### src/rtl/pllsrch_pkg.sv
package pllsrch_pkg;
  localparam int MW      = 4;   // width of M
  localparam int NBITS   = 8;   // width of N
  localparam int PCW     = 3;   // width of P code and P loop index
  localparam int DHW     = 8;   // width of discriminator bound in whole MHz
  localparam int N_MAX   = 255;
  localparam int P_STEPS = 5;   // P = 1,2,4,8,16

  typedef enum logic [2:0] {
    ST_IDLE,
    ST_SETUP,
    ST_PCHK,
    ST_MCHK,
    ST_NWAIT,
    ST_ASTART,
    ST_AWAIT,
    ST_DONE
  } srch_state_t;
endpackage

### src/rtl/pll_clamp.sv
module pll_clamp
  import pllsrch_pkg::*;
#(
  parameter int W            = 32,
  parameter int FW           = 16,
  parameter int VCO_SHIFT    = 4,
  parameter int M_PIX_LO     = 7,
  parameter int M_PIX_HI     = 14,
  parameter int M_SYS_LO     = 1,
  parameter int M_SYS_WIDE   = 14,
  parameter int M_SYS_MID    = 6,
  parameter int M_SYS_NARROW = 2,
  parameter int THR_HI_MHZ   = 340,
  parameter int THR_MID_MHZ  = 250,
  parameter int DISC_PIX_MHZ = 2,
  parameter int DISC_SYS_MHZ = 14
) (
  input  logic           sys_mode,
  input  logic [W-1:0]   target,
  input  logic [W-1:0]   vco_min,
  input  logic [W-1:0]   vco_max,
  input  logic [W-1:0]   max_clk,
  output logic [W-1:0]   limited,
  output logic [MW-1:0]  m_first,
  output logic [MW-1:0]  m_last,
  output logic [DHW-1:0] disc_hi
);
  localparam logic [W-1:0] THR_HI_FX  = W'(THR_HI_MHZ)  << FW;
  localparam logic [W-1:0] THR_MID_FX = W'(THR_MID_MHZ) << FW;

  logic [W-1:0] floor_v;
  logic [W-1:0] ceil_v;
  logic [W-1:0] raised;

  always_comb begin
    floor_v = vco_min >> VCO_SHIFT;
    ceil_v  = sys_mode ? vco_max : max_clk;
    raised  = (target < floor_v) ? floor_v : target;
    limited = (raised > ceil_v) ? ceil_v : raised;
  end

  always_comb begin
    if (!sys_mode) begin
      m_first = MW'(M_PIX_LO);
      m_last  = MW'(M_PIX_HI);
      disc_hi = DHW'(DISC_PIX_MHZ);
    end else begin
      m_first = MW'(M_SYS_LO);
      disc_hi = DHW'(DISC_SYS_MHZ);
      if (target > THR_HI_FX)       m_last = MW'(M_SYS_NARROW);
      else if (target > THR_MID_FX) m_last = MW'(M_SYS_MID);
      else                          m_last = MW'(M_SYS_WIDE);
    end
  end
endmodule

### src/rtl/pll_cand.sv
module pll_cand
  import pllsrch_pkg::*;
#(
  parameter int W  = 32,
  parameter int FW = 16,
  parameter int NW = W + 8,
  parameter int DW = W + 1
) (
  input  logic [W-1:0]   limited,
  input  logic [PCW-1:0] pidx,
  input  logic [MW-1:0]  m,
  input  logic [W-1:0]   ref_clk,
  input  logic [W-1:0]   vco_min,
  input  logic [W-1:0]   vco_max,
  input  logic [DHW-1:0] disc_hi,
  output logic           vco_ok,
  output logic           disc_ok,
  output logic [NW-1:0]  n_num,
  output logic [DW-1:0]  n_den
);
  localparam int VW = W + 4;

  logic [VW-1:0] vco;
  logic [NW-1:0] lo_lim;
  logic [NW-1:0] hi_lim;

  always_comb begin
    vco     = VW'(limited) << pidx;
    vco_ok  = (vco >= VW'(vco_min)) && (vco <= VW'(vco_max));
    lo_lim  = NW'(m) << FW;
    hi_lim  = (NW'(m) * NW'(disc_hi)) << FW;
    disc_ok = (NW'(ref_clk) >= lo_lim) && (NW'(ref_clk) <= hi_lim);
    n_num   = ((NW'(vco) * NW'(m)) << 1) + NW'(ref_clk);
    n_den   = {ref_clk, 1'b0};
  end
endmodule

### src/rtl/pll_div.sv
module pll_div #(
  parameter int NW = 40,
  parameter int DW = 33
) (
  input  logic          clk,
  input  logic          rst_n,
  input  logic          start,
  input  logic [NW-1:0] num,
  input  logic [DW-1:0] den,
  output logic          busy,
  output logic          done,
  output logic [NW-1:0] quo
);
  localparam int CW = $clog2(NW);

  logic [NW-1:0] dvd_q;
  logic [NW-1:0] num_q;
  logic [DW-1:0] rem_q;
  logic [DW-1:0] den_q;
  logic [CW-1:0] cnt_q;
  logic          busy_q;
  logic          done_q;

  logic [DW:0]   trial;
  logic [DW:0]   diff;
  logic          ge;
  logic [DW-1:0] rem_nx;
  logic [NW-1:0] dvd_nx;

  always_comb begin
    trial  = {rem_q, dvd_q[NW-1]};
    diff   = trial - {1'b0, den_q};
    ge     = trial >= {1'b0, den_q};
    rem_nx = ge ? DW'(diff) : DW'(trial);
    dvd_nx = {dvd_q[NW-2:0], ge};
  end

  always_ff @(posedge clk or negedge rst_n) begin
    if (!rst_n) begin
      dvd_q  <= '0;
      num_q  <= '0;
      rem_q  <= '0;
      den_q  <= '0;
      cnt_q  <= '0;
      busy_q <= 1'b0;
      done_q <= 1'b0;
    end else begin
      done_q <= 1'b0;
      if (start && !busy_q) begin
        dvd_q  <= num;
        num_q  <= num;
        den_q  <= den;
        rem_q  <= '0;
        cnt_q  <= '0;
        busy_q <= 1'b1;
      end else if (busy_q) begin
        rem_q <= rem_nx;
        dvd_q <= dvd_nx;
        if (cnt_q == CW'(NW - 1)) begin
          busy_q <= 1'b0;
          done_q <= 1'b1;
        end else begin
          cnt_q <= cnt_q + CW'(1);
        end
      end
    end
  end

  assign busy = busy_q;
  assign done = done_q;
  assign quo  = dvd_q;

  AST_DIV_EXACT: assert property (@(posedge clk) disable iff (!rst_n) done_q |-> (({{DW{1'b0}}, dvd_q} * {{NW{1'b0}}, den_q}) + {{NW{1'b0}}, rem_q}) == {{DW{1'b0}}, num_q});
  AST_DIV_REM_LT: assert property (@(posedge clk) disable iff (!rst_n) done_q |-> rem_q < den_q);
  AST_DIV_NO_RESTART: assert property (@(posedge clk) disable iff (!rst_n) busy_q |-> !start);
endmodule

### src/rtl/pll_coef_search.sv
module pll_coef_search
  import pllsrch_pkg::*;
#(
  parameter int W  = 32,
  parameter int FW = 16
) (
  input  logic             clk,
  input  logic             rst_n,
  input  logic             req_valid,
  output logic             req_ready,
  input  logic [W-1:0]     req_freq,
  input  logic             req_sys_mode,
  input  logic [W-1:0]     cfg_ref,
  input  logic [W-1:0]     cfg_vco_min,
  input  logic [W-1:0]     cfg_vco_max,
  input  logic [W-1:0]     cfg_max_clk,
  output logic             res_valid,
  input  logic             res_ready,
  output logic [MW-1:0]    res_m,
  output logic [NBITS-1:0] res_n,
  output logic [PCW-1:0]   res_p_code,
  output logic [W-1:0]     res_freq,
  output logic             res_none,
  output logic             busy
);
  localparam int NW = W + 8;
  localparam int DW = W + 1;
  localparam logic [W-1:0] THR_HI_FX = W'(340) << FW;

  srch_state_t state_q;

  logic [W-1:0]     target_q, ref_q, vmin_q, vmax_q, maxc_q;
  logic             mode_q;
  logic [PCW-1:0]   pidx_q;
  logic [MW-1:0]    m_q;
  logic [NBITS-1:0] n_q;
  logic             found_q;
  logic [MW-1:0]    best_m;
  logic [NBITS-1:0] best_n;
  logic [PCW-1:0]   best_p;
  logic [W-1:0]     best_f;
  logic [NW-1:0]    best_e;

  logic [W-1:0]     limited;
  logic [MW-1:0]    m_first, m_last;
  logic [DHW-1:0]   disc_hi;
  logic             vco_ok, disc_ok;
  logic [NW-1:0]    n_num;
  logic [DW-1:0]    n_den;

  logic             div_start, div_busy, div_done;
  logic [NW-1:0]    div_num, div_quo;
  logic [DW-1:0]    div_den;
  logic [NW-1:0]    cand_err;
  logic             cand_better;

  pll_clamp #(.W(W), .FW(FW)) u_clamp (
    .sys_mode (mode_q),
    .target   (target_q),
    .vco_min  (vmin_q),
    .vco_max  (vmax_q),
    .max_clk  (maxc_q),
    .limited  (limited),
    .m_first  (m_first),
    .m_last   (m_last),
    .disc_hi  (disc_hi)
  );

  pll_cand #(.W(W), .FW(FW), .NW(NW), .DW(DW)) u_cand (
    .limited  (limited),
    .pidx     (pidx_q),
    .m        (m_q),
    .ref_clk  (ref_q),
    .vco_min  (vmin_q),
    .vco_max  (vmax_q),
    .disc_hi  (disc_hi),
    .vco_ok   (vco_ok),
    .disc_ok  (disc_ok),
    .n_num    (n_num),
    .n_den    (n_den)
  );

  pll_div #(.NW(NW), .DW(DW)) u_div (
    .clk   (clk),
    .rst_n (rst_n),
    .start (div_start),
    .num   (div_num),
    .den   (div_den),
    .busy  (div_busy),
    .done  (div_done),
    .quo   (div_quo)
  );

  // divider operand selection: N rounding in MCHK, achieved frequency in ASTART
  always_comb begin
    div_start = 1'b0;
    div_num   = n_num;
    div_den   = n_den;
    if (state_q == ST_MCHK) begin
      div_start = (m_q <= m_last) && disc_ok;
    end else if (state_q == ST_ASTART) begin
      div_start = 1'b1;
      div_num   = NW'(ref_q) * NW'(n_q);
      div_den   = DW'(m_q) << pidx_q;
    end
  end

  always_comb begin
    cand_err    = (NW'(limited) >= div_quo) ? (NW'(limited) - div_quo)
                                             : (div_quo - NW'(limited));
    cand_better = !found_q || (cand_err < best_e);
  end

  always_ff @(posedge clk or negedge rst_n) begin
    if (!rst_n) begin
      state_q  <= ST_IDLE;
      target_q <= '0;
      ref_q    <= '0;
      vmin_q   <= '0;
      vmax_q   <= '0;
      maxc_q   <= '0;
      mode_q   <= 1'b0;
      pidx_q   <= '0;
      m_q      <= '0;
      n_q      <= '0;
      found_q  <= 1'b0;
      best_m   <= '0;
      best_n   <= '0;
      best_p   <= '0;
      best_f   <= '0;
      best_e   <= '0;
    end else begin
      unique case (state_q)
        ST_IDLE: begin
          if (req_valid) begin
            target_q <= req_freq;
            mode_q   <= req_sys_mode;
            ref_q    <= cfg_ref;
            vmin_q   <= cfg_vco_min;
            vmax_q   <= cfg_vco_max;
            maxc_q   <= cfg_max_clk;
            state_q  <= ST_SETUP;
          end
        end
        ST_SETUP: begin
          pidx_q  <= '0;
          found_q <= 1'b0;
          best_m  <= '0;
          best_n  <= '0;
          best_p  <= '0;
          best_f  <= '0;
          best_e  <= '0;
          state_q <= ST_PCHK;
        end
        ST_PCHK: begin
          if (pidx_q == PCW'(P_STEPS)) begin
            state_q <= ST_DONE;
          end else if (!vco_ok) begin
            pidx_q <= pidx_q + PCW'(1);
          end else begin
            m_q     <= m_first;
            state_q <= ST_MCHK;
          end
        end
        ST_MCHK: begin
          if (m_q > m_last) begin
            pidx_q  <= pidx_q + PCW'(1);
            state_q <= ST_PCHK;
          end else if (!disc_ok) begin
            m_q <= m_q + MW'(1);
          end else begin
            state_q <= ST_NWAIT;
          end
        end
        ST_NWAIT: begin
          if (div_done) begin
            if ((div_quo == '0) || (div_quo > NW'(N_MAX))) begin
              m_q     <= m_q + MW'(1);
              state_q <= ST_MCHK;
            end else begin
              n_q     <= div_quo[NBITS-1:0];
              state_q <= ST_ASTART;
            end
          end
        end
        ST_ASTART: begin
          state_q <= ST_AWAIT;
        end
        ST_AWAIT: begin
          if (div_done) begin
            if (cand_better) begin
              found_q <= 1'b1;
              best_m  <= m_q;
              best_n  <= n_q;
              best_p  <= pidx_q;
              best_f  <= W'(div_quo);
              best_e  <= cand_err;
            end
            m_q     <= m_q + MW'(1);
            state_q <= ST_MCHK;
          end
        end
        ST_DONE: begin
          if (res_ready) state_q <= ST_IDLE;
        end
        default: state_q <= ST_IDLE;
      endcase
    end
  end

  assign req_ready  = (state_q == ST_IDLE);
  assign res_valid  = (state_q == ST_DONE);
  assign busy       = !(state_q == ST_IDLE || state_q == ST_DONE);
  assign res_m      = best_m;
  assign res_n      = best_n;
  assign res_p_code = best_p;
  assign res_freq   = best_f;
  assign res_none   = !found_q;

  AST_RES_EXCLUSIVE: assert property (@(posedge clk) disable iff (!rst_n) res_valid |-> !busy && !req_ready);
  AST_ACCEPT_BUSY: assert property (@(posedge clk) disable iff (!rst_n) (req_valid && req_ready) |=> busy);
  AST_RES_HOLD: assert property (@(posedge clk) disable iff (!rst_n) (res_valid && !res_ready) |=> res_valid && $stable({res_m, res_n, res_p_code, res_freq, res_none}));
  AST_DIV_IDLE_AT_RESULT: assert property (@(posedge clk) disable iff (!rst_n) res_valid |-> !div_busy);
  AST_PIX_M_RANGE: assert property (@(posedge clk) disable iff (!rst_n) (res_valid && !res_none && !mode_q) |-> (res_m >= MW'(7)) && (res_m <= MW'(14)));
  AST_SYS_M_NARROW: assert property (@(posedge clk) disable iff (!rst_n) (res_valid && !res_none && mode_q && (target_q > THR_HI_FX)) |-> (res_m <= MW'(2)));
  AST_N_NONZERO: assert property (@(posedge clk) disable iff (!rst_n) (res_valid && !res_none) |-> res_n != '0);
  AST_P_CODE_RANGE: assert property (@(posedge clk) disable iff (!rst_n) res_valid |-> res_p_code <= PCW'(4));
  AST_NONE_ZERO: assert property (@(posedge clk) disable iff (!rst_n) (res_valid && res_none) |-> (res_m == '0) && (res_n == '0) && (res_p_code == '0) && (res_freq == '0));
endmodule

### config.mk
export PLATFORM = sky130hd
export DESIGN_NAME = pll_coef_search
export DESIGN_NICKNAME = d
export VERILOG_FILES = /design/src/rtl/pllsrch_pkg.sv /design/src/rtl/pll_clamp.sv /design/src/rtl/pll_cand.sv /design/src/rtl/pll_div.sv /design/src/rtl/pll_coef_search.sv
export SDC_FILE = /design/constraint.sdc
export NUM_CORES = 2
export LEC_CHECK = 0
export BUFFER_PORTS_ARGS = -buffer_cell sky130_fd_sc_hd__buf_2
export CAP_MARGIN = 0
export CORE_MARGIN = 1.5
export CORE_UTILIZATION = 65
export DETAILED_ROUTE_END_ITERATION = 6
export GPL_TIMING_DRIVEN = 1
export PLACE_DENSITY = 0.83
export SLEW_MARGIN = 5
export SYNTH_ARGS = -nofsm -noshare
export SYNTH_HDL_FRONTEND = slang
export SYNTH_SLANG_ARGS = --single-unit
### constraint.sdc
create_clock -name clk -period 31.6 [get_ports clk]
set_clock_uncertainty 0.05 [all_clocks]
set_input_delay 1.58 -clock clk [delete_from_list [all_inputs] [get_ports clk]]
set_output_delay 1.58 -clock clk [all_outputs]
set_load 0.02 [all_outputs]
==> impl_metrics.json <==
{
  "cts_tree": "yes",
  "critPathKind": "register to register",
  "grt_pass1_wl_um": 220000,
  "cp.arrival_ns": 13.75,
  "grt_usage_pct": 42.5,
  "synth_area_mm2": 0.0424,
  "rsz0062_at_grt": "false",
  "drv_slew": 0,
  "firstDrtPassIters": 7,
  "synth_warnings": 0,
  "num_io_pins": 216,
  "cts_hold_buf": 0,
  "timing.critical_path.required_ns": 31.98,
  "whs_endpoint": "u_div.den_q[31]$_DFFE_PN0P_",
  "overflow": 0,
  "setup.worst_path.end_class": "register",
  "die_area_mm2": 0.0667,
  "reg2reg_to": "res_freq[17]$_DFFE_PN0P_",
  "slowest_delay_ns": 0.85,
  "finalHoldViolations": 0,
  "fin_crit_sh_pct": 42.3,
  "cts_resized": 0,
  "ff2ff_path_depth": 45,
  "drive_above_1_share_pct": 10.5,
  "numCtsBuffers": 46,
  "final_nets": 5949,
  "async_flop_share_pct": 100,
  "root_buffer": "clkbuf_16",
  "first_global_vias": 37400,
  "io_buffers": 215,
  "synthTopCellsByArea": "dfrtp_1, ha_1, fa_1",
  "coreArea_mm2": 0.0645,
  "synth-seq-cells": 381,
  "critPathLaunchType": "register",
  "gp_congestion": 1.09,
  "period_needed_ns": 13.37,
  "drt_iter0_markers": 4821,
  "avgSynthCellArea_um2": 8.38,
  "vias_per_cell": 6.49,
  "setup_tns_ns": 0,
  "synth_edf_count": 0,
  "reg2reg_slack_ns": 18.23,
  "synth_nets": 5897,
  "hpwl_um": 111000,
  "timing.rr.start": "vmin_q[18]$_DFFE_PN0P_",
  "synth_cell_types": 89,
  "hold_path_class": "register to register",
  "max_slew.worst_pin.slew_ns": 1.29,
  "whs_path_depth": 2,
  "initial_core_util_pct": 65.7,
  "synth_ff_type": "dfrtp_1",
  "max_freq_mhz": 74.8,
  "clkLatencyLatePin_ns": 0.62,
  "vias": 38900,
  "clock-sinks": 381,
  "hp-start": "u_div.den_q[31]$_DFFE_PN0P_",
  "drv_cap": 0,
  "antenna_found_initial": 3,
  "syn_inst": 5055,
  "postRouteAntennaNets": 0,
  "yosys.area.top_type": "dfrtp_1",
  "crit_path_top_delay_cell": "a21oi_4",
  "cts_max_level": 2,
  "clkTransAtPathRegs_ns": 0.06,
  "wl_um": 143000,
  "critPathMaxFanout": 119,
  "ys_seq_area_share_pct": 22.5,
  "clockBufferDepth": 3,
  "area_delta_synth_final_pct": 7.48,
  "finalSetupViolCount": 0,
  "grt_max_degree": 200,
  "slew-limit-headroom_pct": 14.1,
  "fp.dieW_um": 258,
  "drc": 0,
  "dieHeight_um": 258,
  "synthDominantCellAreaShare_pct": 22.5,
  "num_rows": 93,
  "post_cts_buffers": 0,
  "wl_per_cell_um": 23.8,
  "status": "finished clean"
}
flip-flops by register name (all words and copies together) (netlist names), 3 cells and up:
name	count
res_n	8
maxc_q	32
state_q	3
target_q	32
best_e	40
pidx_q	3
u_div.den_q	33
vmax_q	32
u_div.quo	40
res_p_code	3
m_q	4
u_div.rem_q	33
u_div.cnt_q	6
ref_q	32
res_m	4
vmin_q	32
res_freq	32
n_q	8
stage by stage:
| step | cells | hold slack, ns | setup WS, ns | util, % | area, um2 |
|---|---|---|---|---|---|
| after floorplan | 5055 | 0.400 | 20.83 | - | 42400 |
| after global routing | 5998 | 0.468 | 17.28 | 70.7 | 45500 |
| final | 5999 | 0.442 | 18.23 | 70.7 | 45600 |
| after CTS | 5998 | 0.448 | 18.56 | 70.7 | 45500 |
| after global placement | 5914 | 0.421 | 18.76 | 68.3 | 44000 |
| after detailed placement | 5914 | 0.435 | 18.64 | 68.3 | 44000 |
how the worst max path moves through the flow:
stage | slack, ns | end | from | cells past startpoint
2_1_floorplan | 20.83 | u_div.quo[39]$_DFFE_PN0P_ | target_q[17]$_DFFE_PN0P_ | 51
3_3_place_gp | 18.76 | u_div.quo[30]$_DFFE_PN0P_ | target_q[14]$_DFFE_PN0P_ | 45
3_5_place_dp | 18.64 | best_e[20]$_DFFE_PN0P_ | vmin_q[18]$_DFFE_PN0P_ | 44
4_1_cts | 18.56 | best_e[25]$_DFFE_PN0P_ | vmin_q[18]$_DFFE_PN0P_ | 44
5_1_grt | 17.28 | res_freq[25]$_DFFE_PN0P_ | vmin_q[18]$_DFFE_PN0P_ | 45
6_report | 18.23 | res_freq[17]$_DFFE_PN0P_ | vmin_q[18]$_DFFE_PN0P_ | 45
cells in the mapped netlist, types with 8 or more instances:
master,count
nand2b_1,57
mux2i_1,157
a2111oi_0,8
o21ai_0,356
buf_2,10
a21oi_1,356
ha_1,422
nor4_1,30
o31ai_1,22
nand2_1,535
or2_2,10
o21bai_1,39
and4_1,9
xor2_1,57
o311ai_0,11
inv_1,597
nand4_1,60
dfrtp_1,381
mux2_2,137
fa_1,255
and3_1,24
nor3_1,64
xnor2_1,106
a31oi_1,31
buf_1,19
or3_1,15
a21boi_0,11
nor2_1,263
a31o_2,8
and2_1,128
a21o_1,126
o22ai_1,19
nand3_1,125
clkbuf_1,236
a211oi_1,51
a22o_1,23
a311oi_1,8
o21a_1,58
o211ai_1,42
nor2b_1,35
o21ai_1,13
a221oi_1,14
placed cells by master (no fill, tap or decap), types with 51 or more instances in the layout:
| cell | n |
|---|---|
| inv_1 | 597 |
| nand2_1 | 534 |
| ha_1 | 422 |
| dfrtp_1 | 377 |
| o21ai_0 | 356 |
| a21oi_1 | 354 |
| nor2_1 | 260 |
| fa_1 | 255 |
| buf_2 | 214 |
| mux2i_1 | 157 |
| mux2_2 | 137 |
| and2_1 | 127 |
| a21o_1 | 126 |
| nand3_1 | 125 |
| xnor2_1 | 106 |
| nor3_1 | 64 |
| nand4_1 | 60 |
| o21a_1 | 58 |
| nand2b_1 | 57 |
| xor2_1 | 57 |
| buf_4 | 57 |
| a211oi_1 | 51 |
area by class of cell:
cell class	count	area, um2
clock buffers	61	1300
well taps	855	1070
multi-input cells	3807	29600
repair buffers	273	1530
diodes	1	2.50
flip-flops and latches	381	9540
clock inverters	23	226
inverters	598	2240
fillers	5149	18900
per-layer routing:
layer | global-route usage (%) | wire [um] | vias up
met3 | 9.21 | 15800 | 405
met5 | 0 | 22 | -
li1 | - | - | 17500
met4 | 18.8 | 7300 | 4
met2 | 65.7 | 63100 | 2189
met1 | 57.6 | 56500 | 18900
logic make-up after synthesis:
logic type / count (synthesis) / share of synthesized area, %
flip-flops: 381 / 22.5
AO/OA/AOI/OAI: 1282 / 18.9
adder cells (fa/ha/maj): 677 / 24.5
multiplexers: 296 / 7.42
AND/OR/NAND/NOR: 1389 / 15.5
XOR/XNOR: 163 / 3.37
buffers and inverters: 867 / 7.76
critical path, delay by kind of cell (launching register included):
| kind | cells | cell delay [ns] |
|---|---|---|
| adder cells (fa/ha/maj) | 4 | 1.37 |
| XOR/XNOR | 1 | 0.30 |
| buffers and inverters | 6 | 1.77 |
| flip-flops | 1 | 0.36 |
| AND/OR/NAND/NOR | 10 | 2.11 |
| AO/OA/AOI/OAI | 21 | 5.97 |
| multiplexers | 3 | 1.10 |
Power is not shown: default switching activity piles up to over one toggle a cycle in this logic, so the estimate is an artifact.
